===== config.mk =====
export PLATFORM = sky130hd
export DESIGN_NAME = acu_top
export DESIGN_NICKNAME = d
export VERILOG_FILES = /design/src/rtl/acu_pkg.sv /design/src/rtl/acu_operand_prep.sv /design/src/rtl/acu_adder.sv /design/src/rtl/acu_cmp_fix.sv /design/src/rtl/acu_carry_flag.sv /design/src/rtl/acu_top.sv
export SDC_FILE = /design/constraint.sdc
export NUM_CORES = 1
export LEC_CHECK = 0
export ABC_AREA = 1
export ABC_CLOCK_PERIOD_IN_PS = 4100
export BUFFER_PORTS_ARGS = -buffer_cell sky130_fd_sc_hd__buf_2
export CORE_MARGIN = 2
export CORE_UTILIZATION = 50
export CTS_BUF_LIST = sky130_fd_sc_hd__clkbuf_2 sky130_fd_sc_hd__clkbuf_4 sky130_fd_sc_hd__clkbuf_8
export DETAILED_ROUTE_END_ITERATION = 16
export PLACE_DENSITY = 0.82
export SLEW_MARGIN = 5
export SYNTH_ARGS = -nofsm -noshare
export SYNTH_HDL_FRONTEND = slang
export SYNTH_HIERARCHICAL = 1
export SYNTH_SLANG_ARGS = --single-unit

===== constraint.sdc =====
create_clock -name clk_i -period 4.1 [get_ports clk_i]
set_input_delay 0.205 -clock clk_i [delete_from_list [all_inputs] [get_ports clk_i]]
set_output_delay 0.205 -clock clk_i [all_outputs]
set_load 0.005 [all_outputs]

===== src/rtl/acu_pkg.sv =====
package acu_pkg;
   // operation code bit positions
   localparam int unsigned OP_W       = 3;
   localparam int unsigned OP_REV_BIT = 0;
   localparam int unsigned OP_CIN_BIT = 1;
   localparam int unsigned OP_KEEP_BIT = 2;

   typedef enum logic {
      ADDER_NATIVE = 1'b0,
      ADDER_RIPPLE = 1'b1
   } adder_style_e;
endpackage


===== src/rtl/acu_operand_prep.sv =====
module acu_operand_prep
   import acu_pkg::*;
#(
   parameter int unsigned W = 32
) (
   input  logic [OP_W-1:0] op_i,
   input  logic            cmp_i,
   input  logic            flag_i,
   input  logic [W-1:0]    a_i,
   input  logic [W-1:0]    b_i,
   output logic [W-1:0]    x_o,
   output logic [W-1:0]    y_o,
   output logic            cin_o
);
   logic rev;

   // compare always runs as a reverse subtract with forced carry-in
   assign rev = cmp_i | op_i[OP_REV_BIT];

   always_comb begin
      if (rev) begin
         x_o = b_i;
         y_o = ~a_i;
      end else begin
         x_o = a_i;
         y_o = b_i;
      end
      if (cmp_i)
         cin_o = 1'b1;
      else if (op_i[OP_CIN_BIT])
         cin_o = flag_i;
      else
         cin_o = op_i[OP_REV_BIT];
   end
endmodule


===== src/rtl/acu_adder.sv =====
module acu_adder
   import acu_pkg::*;
#(
   parameter int unsigned  W     = 32,
   parameter adder_style_e STYLE = ADDER_NATIVE
) (
   input  logic [W-1:0] x_i,
   input  logic [W-1:0] y_i,
   input  logic         cin_i,
   output logic [W-1:0] sum_o,
   output logic         cout_o
);
   generate
      if (STYLE == ADDER_RIPPLE) begin : g_ripple
         logic [W:0] c;
         assign c[0] = cin_i;
         for (genvar i = 0; i < W; i++) begin : g_bit
            assign sum_o[i] = x_i[i] ^ y_i[i] ^ c[i];
            assign c[i+1]   = (x_i[i] & y_i[i]) | (c[i] & (x_i[i] ^ y_i[i]));
         end
         assign cout_o = c[W];
      end else begin : g_native
         logic [W:0] wide;
         assign wide   = {1'b0, x_i} + {1'b0, y_i} + {{W{1'b0}}, cin_i};
         assign sum_o  = wide[W-1:0];
         assign cout_o = wide[W];
      end
   endgenerate
endmodule


===== src/rtl/acu_cmp_fix.sv =====
module acu_cmp_fix #(
   parameter int unsigned W = 32
) (
   input  logic         cmp_i,
   input  logic         cmp_unsigned_i,
   input  logic         a_msb_i,
   input  logic         b_msb_i,
   input  logic [W-1:0] sum_i,
   output logic [W-1:0] result_o
);
   localparam int unsigned MSB = W - 1;
   logic mismatch;

   assign mismatch = a_msb_i ^ b_msb_i;

   always_comb begin
      result_o = sum_i;
      if (cmp_i && mismatch)
         result_o[MSB] = cmp_unsigned_i ? a_msb_i : b_msb_i;
   end
endmodule


===== src/rtl/acu_carry_flag.sv =====
module acu_carry_flag (
   input  logic clk_i,
   input  logic rst_ni,
   input  logic we_i,
   input  logic d_i,
   output logic q_o
);
   always_ff @(posedge clk_i or negedge rst_ni) begin
      if (!rst_ni)
         q_o <= 1'b0;
      else if (we_i)
         q_o <= d_i;
   end


   flag_load_chk: assert property (@(posedge clk_i) disable iff (!rst_ni)
      we_i |=> (q_o == $past(d_i)));

   flag_hold_chk: assert property (@(posedge clk_i) disable iff (!rst_ni)
      !we_i |=> $stable(q_o));
endmodule


===== src/rtl/acu_top.sv =====
module acu_top
   import acu_pkg::*;
#(
   parameter int unsigned  W     = 32,
   parameter adder_style_e STYLE = ADDER_NATIVE
) (
   input  logic            clk_i,
   input  logic            rst_ni,
   input  logic [2:0]      op_i,
   input  logic            cmp_i,
   input  logic            cmp_unsigned_i,
   input  logic [W-1:0]    a_i,
   input  logic [W-1:0]    b_i,
   output logic [W-1:0]    result_o,
   output logic            carry_next_o,
   output logic            carry_we_o
);
   localparam int unsigned MSB = W - 1;

   generate
      if (W < 2) begin : g_bad_width
         $error("acu_top: W must be at least 2");
      end
   endgenerate

   logic [W-1:0] x, y, sum;
   logic         cin, cout, flag_q;

   acu_operand_prep #(.W(W)) u_prep (
      .op_i   (op_i),
      .cmp_i  (cmp_i),
      .flag_i (flag_q),
      .a_i    (a_i),
      .b_i    (b_i),
      .x_o    (x),
      .y_o    (y),
      .cin_o  (cin)
   );

   acu_adder #(.W(W), .STYLE(STYLE)) u_add (
      .x_i    (x),
      .y_i    (y),
      .cin_i  (cin),
      .sum_o  (sum),
      .cout_o (cout)
   );

   acu_cmp_fix #(.W(W)) u_fix (
      .cmp_i          (cmp_i),
      .cmp_unsigned_i (cmp_unsigned_i),
      .a_msb_i        (a_i[MSB]),
      .b_msb_i        (b_i[MSB]),
      .sum_i          (sum),
      .result_o       (result_o)
   );

   assign carry_next_o = cout;
   assign carry_we_o   = ~cmp_i & ~op_i[OP_KEEP_BIT];

   acu_carry_flag u_flag (
      .clk_i  (clk_i),
      .rst_ni (rst_ni),
      .we_i   (carry_we_o),
      .d_i    (carry_next_o),
      .q_o    (flag_q)
   );


   plain_add_chk: assert property (@(posedge clk_i) disable iff (!rst_ni)
      (!cmp_i && op_i[1:0] == 2'b00)
         |-> ({carry_next_o, result_o} == ({1'b0, a_i} + {1'b0, b_i})));

   plain_rsub_chk: assert property (@(posedge clk_i) disable iff (!rst_ni)
      (!cmp_i && op_i[1:0] == 2'b01) |-> (result_o == b_i - a_i));

   cmp_same_sign_chk: assert property (@(posedge clk_i) disable iff (!rst_ni)
      (cmp_i && (a_i[MSB] == b_i[MSB])) |-> (result_o == b_i - a_i));

   cmpu_msb_chk: assert property (@(posedge clk_i) disable iff (!rst_ni)
      (cmp_i && cmp_unsigned_i && (a_i[MSB] != b_i[MSB])) |-> (result_o[MSB] == a_i[MSB]));

   cmps_msb_chk: assert property (@(posedge clk_i) disable iff (!rst_ni)
      (cmp_i && !cmp_unsigned_i && (a_i[MSB] != b_i[MSB])) |-> (result_o[MSB] == b_i[MSB]));

   cmp_flag_chk: assert property (@(posedge clk_i) disable iff (!rst_ni)
      cmp_i |=> $stable(flag_q));
endmodule


==> impl_results.md, run 1 <==
* Status: finished clean
* Metal-1 WL at 4.78 mm
* GRT Util Overall at 23.1%
* Die ar. at 8450 sq um
* Met2 wire length at 4.33 mm
* Post-route design area at 4130 sq um
* Area grow syn2layout at 6.96%
* CP Class: input pin to output pin
* Slew margin rel. at 60.5%
* Max Freq at 326 MHz
* Synth Flop Type: dfrtp_1
* Mapped cell area at 3860 sq um
* Fin crit period at 3.07 ns
* Setup violations, final at 0
* Syn Area/Cell at 4.80 sq um
* Overflow after GRT at 0
* Rows at 32
* Max-Cap Viols at 0
* Pwr Density at 188 nW/um^2
* Clk slew on worst S/H paths at 0 ns
* Critical path fanouts, max at 36
* Synth Instances at 806
* Synth top cells by count: nand2_1, inv_1, nor2_1
* Post-route clock skew at 0 ns
* Die Ht at 91.9 um
* Clk_lat worst skew at 0 ns
* Cell taking the most area after synthesis: nand2_1
* Final hold vios at 0
* Routability congestion estimate at 0.968
* Top-area cell type share of the netlist area at 36.0%
* Max IR drop VDD at 115 uV
* DIE WIDTH at 91.9 um
* Seq/Total Area, Yosys at 0.647%
* Post-synthesis register bit count at 1
* Ys async rst share at 100%
* DR WL/cell at 10.2 um
* Core Area at 7610 sq um
* Lkg Pwr at 2.88 nW
* Largest Register: u_flag/q_o
* PortBufs at 104
* Post-synth EDFFs at 0
* Max reg flops at 1
* Setup TNS at 0 ns
* Regs by FF count: u_flag/q_o: 1 flops
* RSZ-0062 raised after global routing: false
* Top Ports at 105
* DR top layer: met4
* Antenna violations before repair at 0
* Netlist cell types at 28
* Slew Limit Fails at 0
* Post-Syn Nets at 910
* Nets at 969
* Tightest Pin Transition at 0.593 ns
* Synth top area cells: nand2_1, inv_1, ha_1
* Largest net degree at the start of global routing at 69
* Most common cell in the netlist: nand2_1
* Final period utilization at 74.8%
* First-pass GRT wire length at 17.1 mm
* Crit path DAT at 2.86 ns
* Number of global-route vias before repair at 4082
* Post-DRT Antenna Nets at 0
* Drt total wl at 9.84 mm
* Layout cells sized above 1 at 13.6%
* Worst Path Required at 3.89 ns
* Post-CTS Resized at 0
* Vias at 4600
* Detailed Place HPWL at 8.30 mm
* Wire length on met3 at 550 um
* Worst Setup Start Kind: input pin
* Cell area after placement at 4120 sq um
* DRC viols at 0
* Initial core utilization at 50.8%
* Crit. End Element: output pin
* N_diodes at 0
* Initial DRC Count at 276
* Vias/cell at 4.77
* Yosys synthesis warning count at 6
* Drt pass-1 iters at 5
* Min-Delay Path Class: flop to flop
per-layer routing:
metal	GRT usage, %	vias to the layer above
met4	3.86	0
met5	0	-
met2	39.2	138
met1	32.8	1938
li1	-	2508
met3	1.15	16
placed cells by master, fill, tap and decap left out, types with 2 or more instances in the layout:
cell and count:
o21ai_0 37, inv_1 155, nand4_1 3, xor2_1 14, buf_2 104, buf_4 3, nand2_1 371, fa_1 2
nor2_1 41, o21ai_1 28, nand3_1 29, a21oi_1 22, ha_1 31, nor2_2 2, nand2_2 6, nor3_1 5
through the flow:
step                util, %  setup slack (ns)  hold slack [ns]  cells  total power [mW]
CTS                    54.3              1.04            0.462    965             0.773
global route           54.3             0.693            0.486    965             0.885
detailed placement     54.2              1.05          -0.0179    964             0.768
finish                 54.3              1.03            0.465    965             0.776
global placement       54.2              1.09          -0.0195    964             0.763
floorplan                 -              1.53          -0.0906    806             0.652
cells by family (layout without fill, tap and decap cells):
family	Yosys count	after routing	share of synthesized area, %
simple gates	462	462	47.5
xor+xnor	15	15	3.40
fa+ha+maj	33	33	11.1
buf+inv	206	263	25.7
compound gates	89	89	11.7
flops	1	1	0.647
worst paths after layout:
check | startpoint | end | slack, ns | cells after the start
min in group asynchronous | rst_ni | u_flag/q_o | 0.53 | 2
hold / removal | u_flag/q_o | u_flag/q_o | 0.46 | 2
setup / recovery | op_i[0] | result_o[31] | 1.03 | 18
setup reg to reg | u_flag/q_o | u_flag/q_o | 1.62 | 14
hold reg to reg | u_flag/q_o | u_flag/q_o | 0.46 | 2
max in group asynchronous | rst_ni | u_flag/q_o | 3.49 | 2
power by group:
group	total, mW	leakage, nW	switching [mW]	internal, mW
registers	0.0129	0.0128	0.000926	0.0120
clock network	0	0	0	0
logic	0.763	2.87	0.470	0.293
total	0.776	2.88	0.470	0.305
worst max-delay path, cell delays in order:
cell     delay, ns
buf_2         0.27
nor2_8        0.39
buf_4         0.39
nand2_1       0.11
nand2_1       0.08
ha_1          0.29
or2_1         0.27
nand3_1       0.10
nand2_2       0.09
nand2_1       0.09
nand2_2       0.08
nand2_1       0.09
nand2_1       0.05
nand2_1       0.06
nand2_1       0.05
nand2_1       0.06
nand2_1       0.05
buf_2         0.12
area by class of cell:
| class | count | area, sq um |
|---|---|---|
| multi-input combinational | 599 | 2850 |
| inverter | 155 | 582 |
| sequential | 1 | 25.0 |
| tap | 102 | 128 |
| fill | 848 | 3470 |
| timing repair buffer | 108 | 553 |
timing repair:
action,in CTS,in global routing
hold endpoints to repair,1,0
buffers inserted,0,0
hold buffers,1,0
endpoints found under the setup margin,0,0
(Power assumes the default switching activity.)
==> run 2, diff against run 1 <==
--- a/config.mk
+++ b/config.mk
@@ -6,13 +6,13 @@
 export NUM_CORES = 1
 export LEC_CHECK = 0
 export ABC_AREA = 1
-export ABC_CLOCK_PERIOD_IN_PS = 4100
+export ABC_CLOCK_PERIOD_IN_PS = 2560
 export BUFFER_PORTS_ARGS = -buffer_cell sky130_fd_sc_hd__buf_2
 export CORE_MARGIN = 2
 export CORE_UTILIZATION = 50
 export CTS_BUF_LIST = sky130_fd_sc_hd__clkbuf_2 sky130_fd_sc_hd__clkbuf_4 sky130_fd_sc_hd__clkbuf_8
 export DETAILED_ROUTE_END_ITERATION = 16
-export PLACE_DENSITY = 0.82
+export PLACE_DENSITY = 0.85
 export SLEW_MARGIN = 5
 export SYNTH_ARGS = -nofsm -noshare
 export SYNTH_HDL_FRONTEND = slang
==> constraint.sdc (replaced) <==
create_clock -name clk_i -period 2.56 [get_ports clk_i]
set_input_delay 0.128 -clock clk_i [delete_from_list [all_inputs] [get_ports clk_i]]
set_output_delay 0.128 -clock clk_i [all_outputs]
set_load 0.005 [all_outputs]
==> run 2 against run 1 <==
Net effect: first-iteration DRC count decreased by 34%; die area unchanged; routed wire length increased by 4.6%; critical path depth decreased by 2; global-route usage increased by 0.64 points; core utilization increased by 2.3 points; largest power group unchanged; highest routed layer unchanged.
==> impl_results.md, run 2 (synthesis results as in run 1) <==
* Top Ports at 105 (unchanged)
* Setup TNS at 0 ns (unchanged)
* Largest net degree at the start of global routing at 35 (was 69)
* Antenna violations before repair at 0 (unchanged)
* Cell family with most CP delay: simple AND/OR/NAND/NOR gates (unchanged)
* Fill count at 853 (was 848)
* Max-Cap Viols at 0 (unchanged)
* WHS at 0.425 ns (was 0.465 ns)
* Final hold vios at 0 (unchanged)
* Fin crit period at 2.36 ns
* Worst Setup Start Kind: input pin (unchanged)
* Clk slew on worst S/H paths at 0 ns (about the same)
* Worst Path Required at 2.43 ns (was 3.89 ns)
* Min-Delay Path Class: input pin to flop (was flop to flop)
* Slew margin rel. at 81.3% (was 60.5%)
* Commonest non-fill, non-tap cell in the layout: nand2_1 (unchanged)
* Setup violations, final at 0 (unchanged)
* DIE WIDTH at 91.9 um (unchanged)
* Slowest Stage Delay on Critical Path at 0.44 ns (was 0.39 ns)
* N_diodes at 0 (unchanged)
* Initial DRC Count at 183 (was 276)
* Max reg flops at 1 (unchanged)
* Number of global-route vias before repair at 4190 (was 4082)
* Initial core utilization at 50.8% (unchanged)
* WP buf/inv at 2 (was 3)
* Critical hold path startpoint: op_i[2] (was u_flag/q_o)
* Drt pass-1 iters at 5 (unchanged)
* Vias at 4687 (was 4600)
* CP max stage cell: fa_2 (was nor2_8)
* Most used cell, CP: nand2_1 (unchanged)
* Final period utilization at 92.3%
* Vias/cell at 4.78 (was 4.77)
* Rows at 32 (unchanged)
* Crit. End Element: output pin (unchanged)
* Post-route clock skew at 0 ns (unchanged)
* Overflow after GRT at 0 (unchanged)
* CP startpoint: cmp_i (was op_i[0])
* DR WL/cell at 10.5 um (was 10.2 um)
* Nets at 985 (was 969)
* Tightest Pin Transition at 0.278 ns (was 0.593 ns)
* FF-to-FF Start: u_flag/q_o (unchanged)
* Die ar. at 8450 sq um (unchanged)
* Crit path DAT at 2.23 ns (was 2.86 ns)
* Clk_lat worst skew at 0 ns (about the same)
* DRC viols at 0 (unchanged)
* RSZ-0062 raised after global routing: true (was false)
* Area grow syn2layout at 11.5% (was 6.96%)
* Max Freq at 423 MHz
* Status: finished clean (unchanged)
* Pwr Density at 306 nW/um^2 (was 188 nW/um^2)
* GRT Util Overall at 23.7% (was 23.1%)
* Post-DRT Antenna Nets at 0 (unchanged)
* Detailed Place HPWL at 8.74 mm (was 8.30 mm)
* Tot Pwr at 1.32 mW (was 0.776 mW)
* Routability congestion estimate at 0.970 (was 0.968)
* Slew Limit Fails at 0 (unchanged)
* Layout cells sized above 1 at 16.0% (was 13.6%)
* Drt total wl at 10.3 mm (was 9.84 mm)
* Regs by FF count: u_flag/q_o: 1 flops (unchanged)
* Die Ht at 91.9 um (unchanged)
* Largest Register: u_flag/q_o (unchanged)
* Critical path fanouts, max at 11 (was 36)
* Lkg Pwr at 2.97 nW (was 2.88 nW)
* Core Area at 7610 sq um (unchanged)
* PortBufs at 104 (unchanged)
* Most frequent cells in the layout: nand2_1, inv_1, buf_2 (unchanged)
* Setup bufs post-CTS at 0 (unchanged)
* CP Class: input pin to output pin (unchanged)
* Max IR drop VDD at 167 uV (was 115 uV)
* CP cell instances: clkbuf_4, o21ai_1, nand2_1, fa_2, fa_2, nand3_1, nand3_1, nand2_1, nand2_2, nand2_1, nand2_2, nand2_1, nand2_1, nand2_1, nand2_1, buf_2 (was buf_2, nor2_8, buf_4, nand2_1, nand2_1, ha_1, or2_1, nand3_1, nand2_2, nand2_1, nand2_2, nand2_1, nand2_1, nand2_1, nand2_1, nand2_1, nand2_1, buf_2)
* First-pass GRT wire length at 17.4 mm (was 17.1 mm)
-- run 2: where the power goes --
group	total [mW]	switching, mW	internal [mW]	leakage (nW)
Clock	0	0	0	0
Combinational	1.30	0.777	0.520	2.95
Sequential	0.0212	0.00194	0.0192	0.0128
Total	1.32	0.779	0.539	2.97
-- run 2: area by class of cell --
type / count / area (sq um) / share of cell area [%]
Sequential cell: 1 / 25.0 / 0.581
Inverter: 155 / 582 / 13.5
Timing Repair Buffer: 124 / 694 / 16.1
Multi-Input combinational cell: 599 / 2880 / 66.8
Tap cell: 102 / 128 / 2.96
-- run 2: worst min-delay path: cells and delay by family --
kind	cells	cell delay (ns)
and+or+nand+nor	3	0.17
buffers and inverters	1	0.07
-- run 2: worst paths after layout --
check	to	slack (ns)	cells after the start
max in group asynchronous	u_flag/q_o	2.02	2
hold reg to reg	u_flag/q_o	0.49	2
setup / recovery	result_o[28]	0.20	16
hold / removal	u_flag/q_o	0.42	4
min in group asynchronous	u_flag/q_o	0.45	2
setup reg to reg	u_flag/q_o	0.26	14
-- run 2: per-layer routing --
layer	up-vias	part of all wire [%]	routed length [um]	track usage, %
met4	0	1.2	124	2.86
li1	2532	-	-	-
met2	144	47	4860	44.2
met5	-	0	0	0
met3	10	5.1	526	1.23
met1	2001	46	4780	30.9
-- run 2: per-stage QoR --
stage / setup WS, ns / utilization, % / cell area (sq um) / instances
5_1_grt: -0.0154 / 56.6 / 4310 / 981
4_1_cts: 0.0569 / 55.9 / 4250 / 981
6_report: 0.197 / 56.6 / 4310 / 981
3_3_place_gp: 0.143 / 55.8 / 4240 / 980
3_5_place_dp: 0.0608 / 55.8 / 4240 / 980
2_1_floorplan: 0.145 / - / 3860 / 806
-- run 2: what timing repair did --
action / 4_1_cts / 5_1_grt
hold buffers: 1 / 0
endpoints found under the setup margin: 0 / 18
gates resized for setup: 0 / 19
endpoints found under the hold margin: 1 / 0
==> run 3, diff against run 2 <==
--- a/config.mk
+++ b/config.mk
@@ -5,11 +5,10 @@
 export SDC_FILE = /design/constraint.sdc
 export NUM_CORES = 1
 export LEC_CHECK = 0
-export ABC_AREA = 1
 export ABC_CLOCK_PERIOD_IN_PS = 2560
 export BUFFER_PORTS_ARGS = -buffer_cell sky130_fd_sc_hd__buf_2
 export CORE_MARGIN = 2
-export CORE_UTILIZATION = 50
+export CORE_UTILIZATION = 48
 export CTS_BUF_LIST = sky130_fd_sc_hd__clkbuf_2 sky130_fd_sc_hd__clkbuf_4 sky130_fd_sc_hd__clkbuf_8
 export DETAILED_ROUTE_END_ITERATION = 16
 export PLACE_DENSITY = 0.85
==> run 3 against run 2 <==
Net effect: die area down 18%; worst setup slack worse by 1.3 ns; largest power group unchanged; synthesized cell count down 50%; via count down 9.4%; the flow now finishes with violations (negative setup slack); sequential power up 13%; first-iteration DRC count up 73%; critical path type unchanged; hold slack better by 0.035 ns; global-route usage up 13 points.
==> impl_results.md, run 3 <==
* Cell taking the most area after synthesis: ha_1 (was nand2_1)
* Die ar. at 6920 sq um (was 8450 sq um)
* Number of global-route vias before repair at 4543 (was 4190)
* Netlist cell types at 59 (was 28)
* DIE WIDTH at 83.2 um (was 91.9 um)
* Synth top area cells: ha_1, mux2_2, a21oi_2 (was nand2_1, inv_1, ha_1)
* Largest Register: u_flag/q_o (unchanged)
* Most common cell in the netlist: a21oi_1 (was nand2_1)
* FF-to-FF Start: u_flag/q_o (unchanged)
* Pre-CTS setup slack at -0.976 ns (was 0.0608 ns)
* Setup violations, final at 28 (was 0)
* Fin cells at 663 (was 981)
* Layout cells sized above 1 at 65.0% (was 16.0%)
* Overflow after GRT at 0 (unchanged)
* Antenna violations before repair at 0 (unchanged)
* CP Class: input pin to output pin (unchanged)
* Vias/cell at 6.40 (was 4.78)
* Commonest non-fill, non-tap cell in the layout: buf_4 (was nand2_1)
* Top Ports at 105 (unchanged)
* Routability congestion estimate at 1.02 (was 0.970)
* Vias at 4246 (was 4687)
* Worst Setup Start Kind: input pin (unchanged)
* Synth top cells by count: a21oi_1, buf_4, nor3_1 (was nand2_1, inv_1, nor2_1)
* Die Ht at 83.2 um (was 91.9 um)
* Area grow syn2layout at 67.0% (was 11.5%)
* Most frequent cells in the layout: buf_4, buf_2, a21oi_2 (was nand2_1, inv_1, buf_2)
* Worst Path Required at 2.43 ns (about the same)
* Status: finished, violations left (was finished clean)
* Worst reg2reg path endpoint: u_flag/q_o (unchanged)
* Initial DRC Count at 317 (was 183)
* Post-route clock skew at 0 ns (unchanged)
* Slowest Stage Delay on Critical Path at 0.51 ns (was 0.44 ns)
* Post-synthesis register bit count at 1 (unchanged)
* Mapped cell area at 3010 sq um (was 3860 sq um)
* Initial core utilization at 50.2% (was 50.8%)
* Post-Syn Nets at 504 (was 910)
* Detailed Place HPWL at 8.04 mm (was 8.74 mm)
* Largest net degree at the start of global routing at 18 (was 35)
* Critical path fanouts, max at 16 (was 11)
* Cell area after placement at 4370 sq um (was 4240 sq um)
* Slew Limit Fails at 0 (unchanged)
* Min-Delay Path Class: input pin to asynchronous set/reset pin (was input pin to flop)
* Worst R2R Setup Slack at -0.85 ns (was 0.26 ns)
* Nets at 694 (was 985)
* Failing checks: negative setup slack
* Most used cell, CP: buf_4 (was nand2_1)
* Setup WS post-layout at -1.07 ns (was 0.197 ns)
* Post-synth EDFFs at 0 (unchanged)
* Reg2reg path depth at 12 (was 14)
* DR WL/cell at 21.3 um (was 10.5 um)
* GRT Util Overall at 36.8% (was 23.7%)
* Rows at 28 (was 32)
* Syn Area/Cell at 7.52 sq um (was 4.80 sq um)
* Synth Instances at 400 (was 806)
* First-pass GRT wire length at 21.4 mm (was 17.4 mm)
* Max IR drop VDD at 256 uV (was 167 uV)
* Slew margin rel. at 67.2% (was 81.3%)
* Cell family with most CP delay: simple AND/OR/NAND/NOR gates (unchanged)
* WP buf/inv at 6 (was 2)
* Crit path DAT at 3.50 ns (was 2.23 ns)
* Clk_lat worst skew at 0 ns (about the same)
* # placed instances at 644 (was 980)
* Drt pass-1 iters at 5 (unchanged)
* Regs by FF count: u_flag/q_o: 1 flops (unchanged)
* Clk slew on worst S/H paths at 0 ns (about the same)
* Area of the multi-input gates at 3140 sq um (was 2880 sq um)
* Ys async rst share at 100% (unchanged)
* Post-route design area at 5020 sq um (was 4310 sq um)
* Crit. End Element: output pin (unchanged)
* Lkg Pwr at 2.32 nW (was 2.97 nW)
* Seq/Total Area, Yosys at 0.832% (was 0.647%)
* Final hold vios at 0 (unchanged)
* Core Area at 5990 sq um (was 7610 sq um)
* Final period utilization at 142% (was 92.3%)
* PortBufs at 104 (unchanged)
* Drt total wl at 14.1 mm (was 10.3 mm)
* DRC viols at 0 (unchanged)
* Fill count at 315 (was 853)
* Tot Pwr at 2.05 mW (was 1.32 mW)
* FF/Latch Area at 25.0 sq um (unchanged)
* Synth Flop Type: dfrtp_1 (unchanged)
* N_diodes at 0 (unchanged)
* RSZ-0062 raised after global routing: true (unchanged)
* Fin crit period at 3.63 ns (was 2.36 ns)
* Max Freq at 276 MHz (was 423 MHz)
* Yosys synthesis warning count at 6 (unchanged)
* Top-area cell type share of the netlist area at 12.9% (was 36.0%)
* Post-DRT Antenna Nets at 0 (unchanged)
* Max reg flops at 1 (unchanged)
* Tightest Pin Transition at 0.488 ns (was 0.278 ns)
* CP max stage cell: or4_4 (was fa_2)
* CP cell instances: buf_8, buf_4, buf_4, nor3_1, a21oi_4, ha_4, nand2_2, nor4b_4, buf_4, inv_2, o311a_1, or4_4, a31oi_4, xor2_2, buf_2 (was clkbuf_4, o21ai_1, nand2_1, fa_2, fa_2, nand3_1, nand3_1, nand2_1, nand2_2, nand2_1, nand2_2, nand2_1, nand2_1, nand2_1, nand2_1, buf_2)
* Max-Cap Viols at 0 (unchanged)
* Pwr Density at 409 nW/um^2 (was 306 nW/um^2)
run 3: worst max path at each step:
stage | from | end | slack [ns] | cells past startpoint
detailed placement | op_i[0] | result_o[31] | -0.98 | 14
CTS | cmp_i | result_o[31] | -0.76 | 16
finish | cmp_i | result_o[29] | -1.07 | 15
floorplan | op_i[0] | result_o[31] | -0.61 | 16
global placement | op_i[0] | result_o[31] | -0.83 | 14
global route | cmp_i | result_o[26] | -1.10 | 17
run 3: kinds of logic after synthesis:
kind of cell	Yosys count	share of synthesized area, %
mux	35	13.4
buf+inv	65	13.9
simple gates	99	17.1
flops	1	0.832
compound gates	137	31.9
xor+xnor	30	8.74
fa+ha+maj	33	14.2
run 3: repair_timing:
action | 4_1_cts | 5_1_grt
endpoints found under the setup margin | 27 | 28
cloned | 1 | 0
hold endpoints to repair | 1 | 0
pin swaps | 42 | 24
hold buffers | 1 | 0
buffers inserted | 18 | 9
gates resized for setup | 70 | 22
run 3: routing by layer:
layer / GRT usage (%) / up-vias / part of all wire (%)
met4: 24.6 / 0 / 7.0
met1: 38.6 / 1948 / 35
li1: - / 1840 / -
met3: 4.37 / 109 / 9.2
met5: 0 / - / 0
met2: 67.9 / 349 / 49
run 3: per-stage QoR:
step,TNS [ns],hold slack [ns],utilization [%]
floorplan,-6.83,-0.168,-
global placement,-12.15,-0.0954,72.9
detailed placement,-13.69,-0.0955,72.9
CTS,-11.96,0.457,82.2
global route,-20.24,0.471,83.8
finish,-18.72,0.460,83.8
run 3: report_power, final:
group | total [mW] | switching [mW] | internal, mW
registers | 0.0240 | 0.00345 | 0.0206
logic | 2.03 | 1.01 | 1.02
clock network | 0 | 0 | 0
total | 2.05 | 1.02 | 1.04
run 3: final cells by class:
class	instances	share of cell area (%)
inverters	8	0.598
multi-input cells	334	62.6
flip-flops and latches	1	0.498
well taps	75	1.87
repair buffers	245	34.4
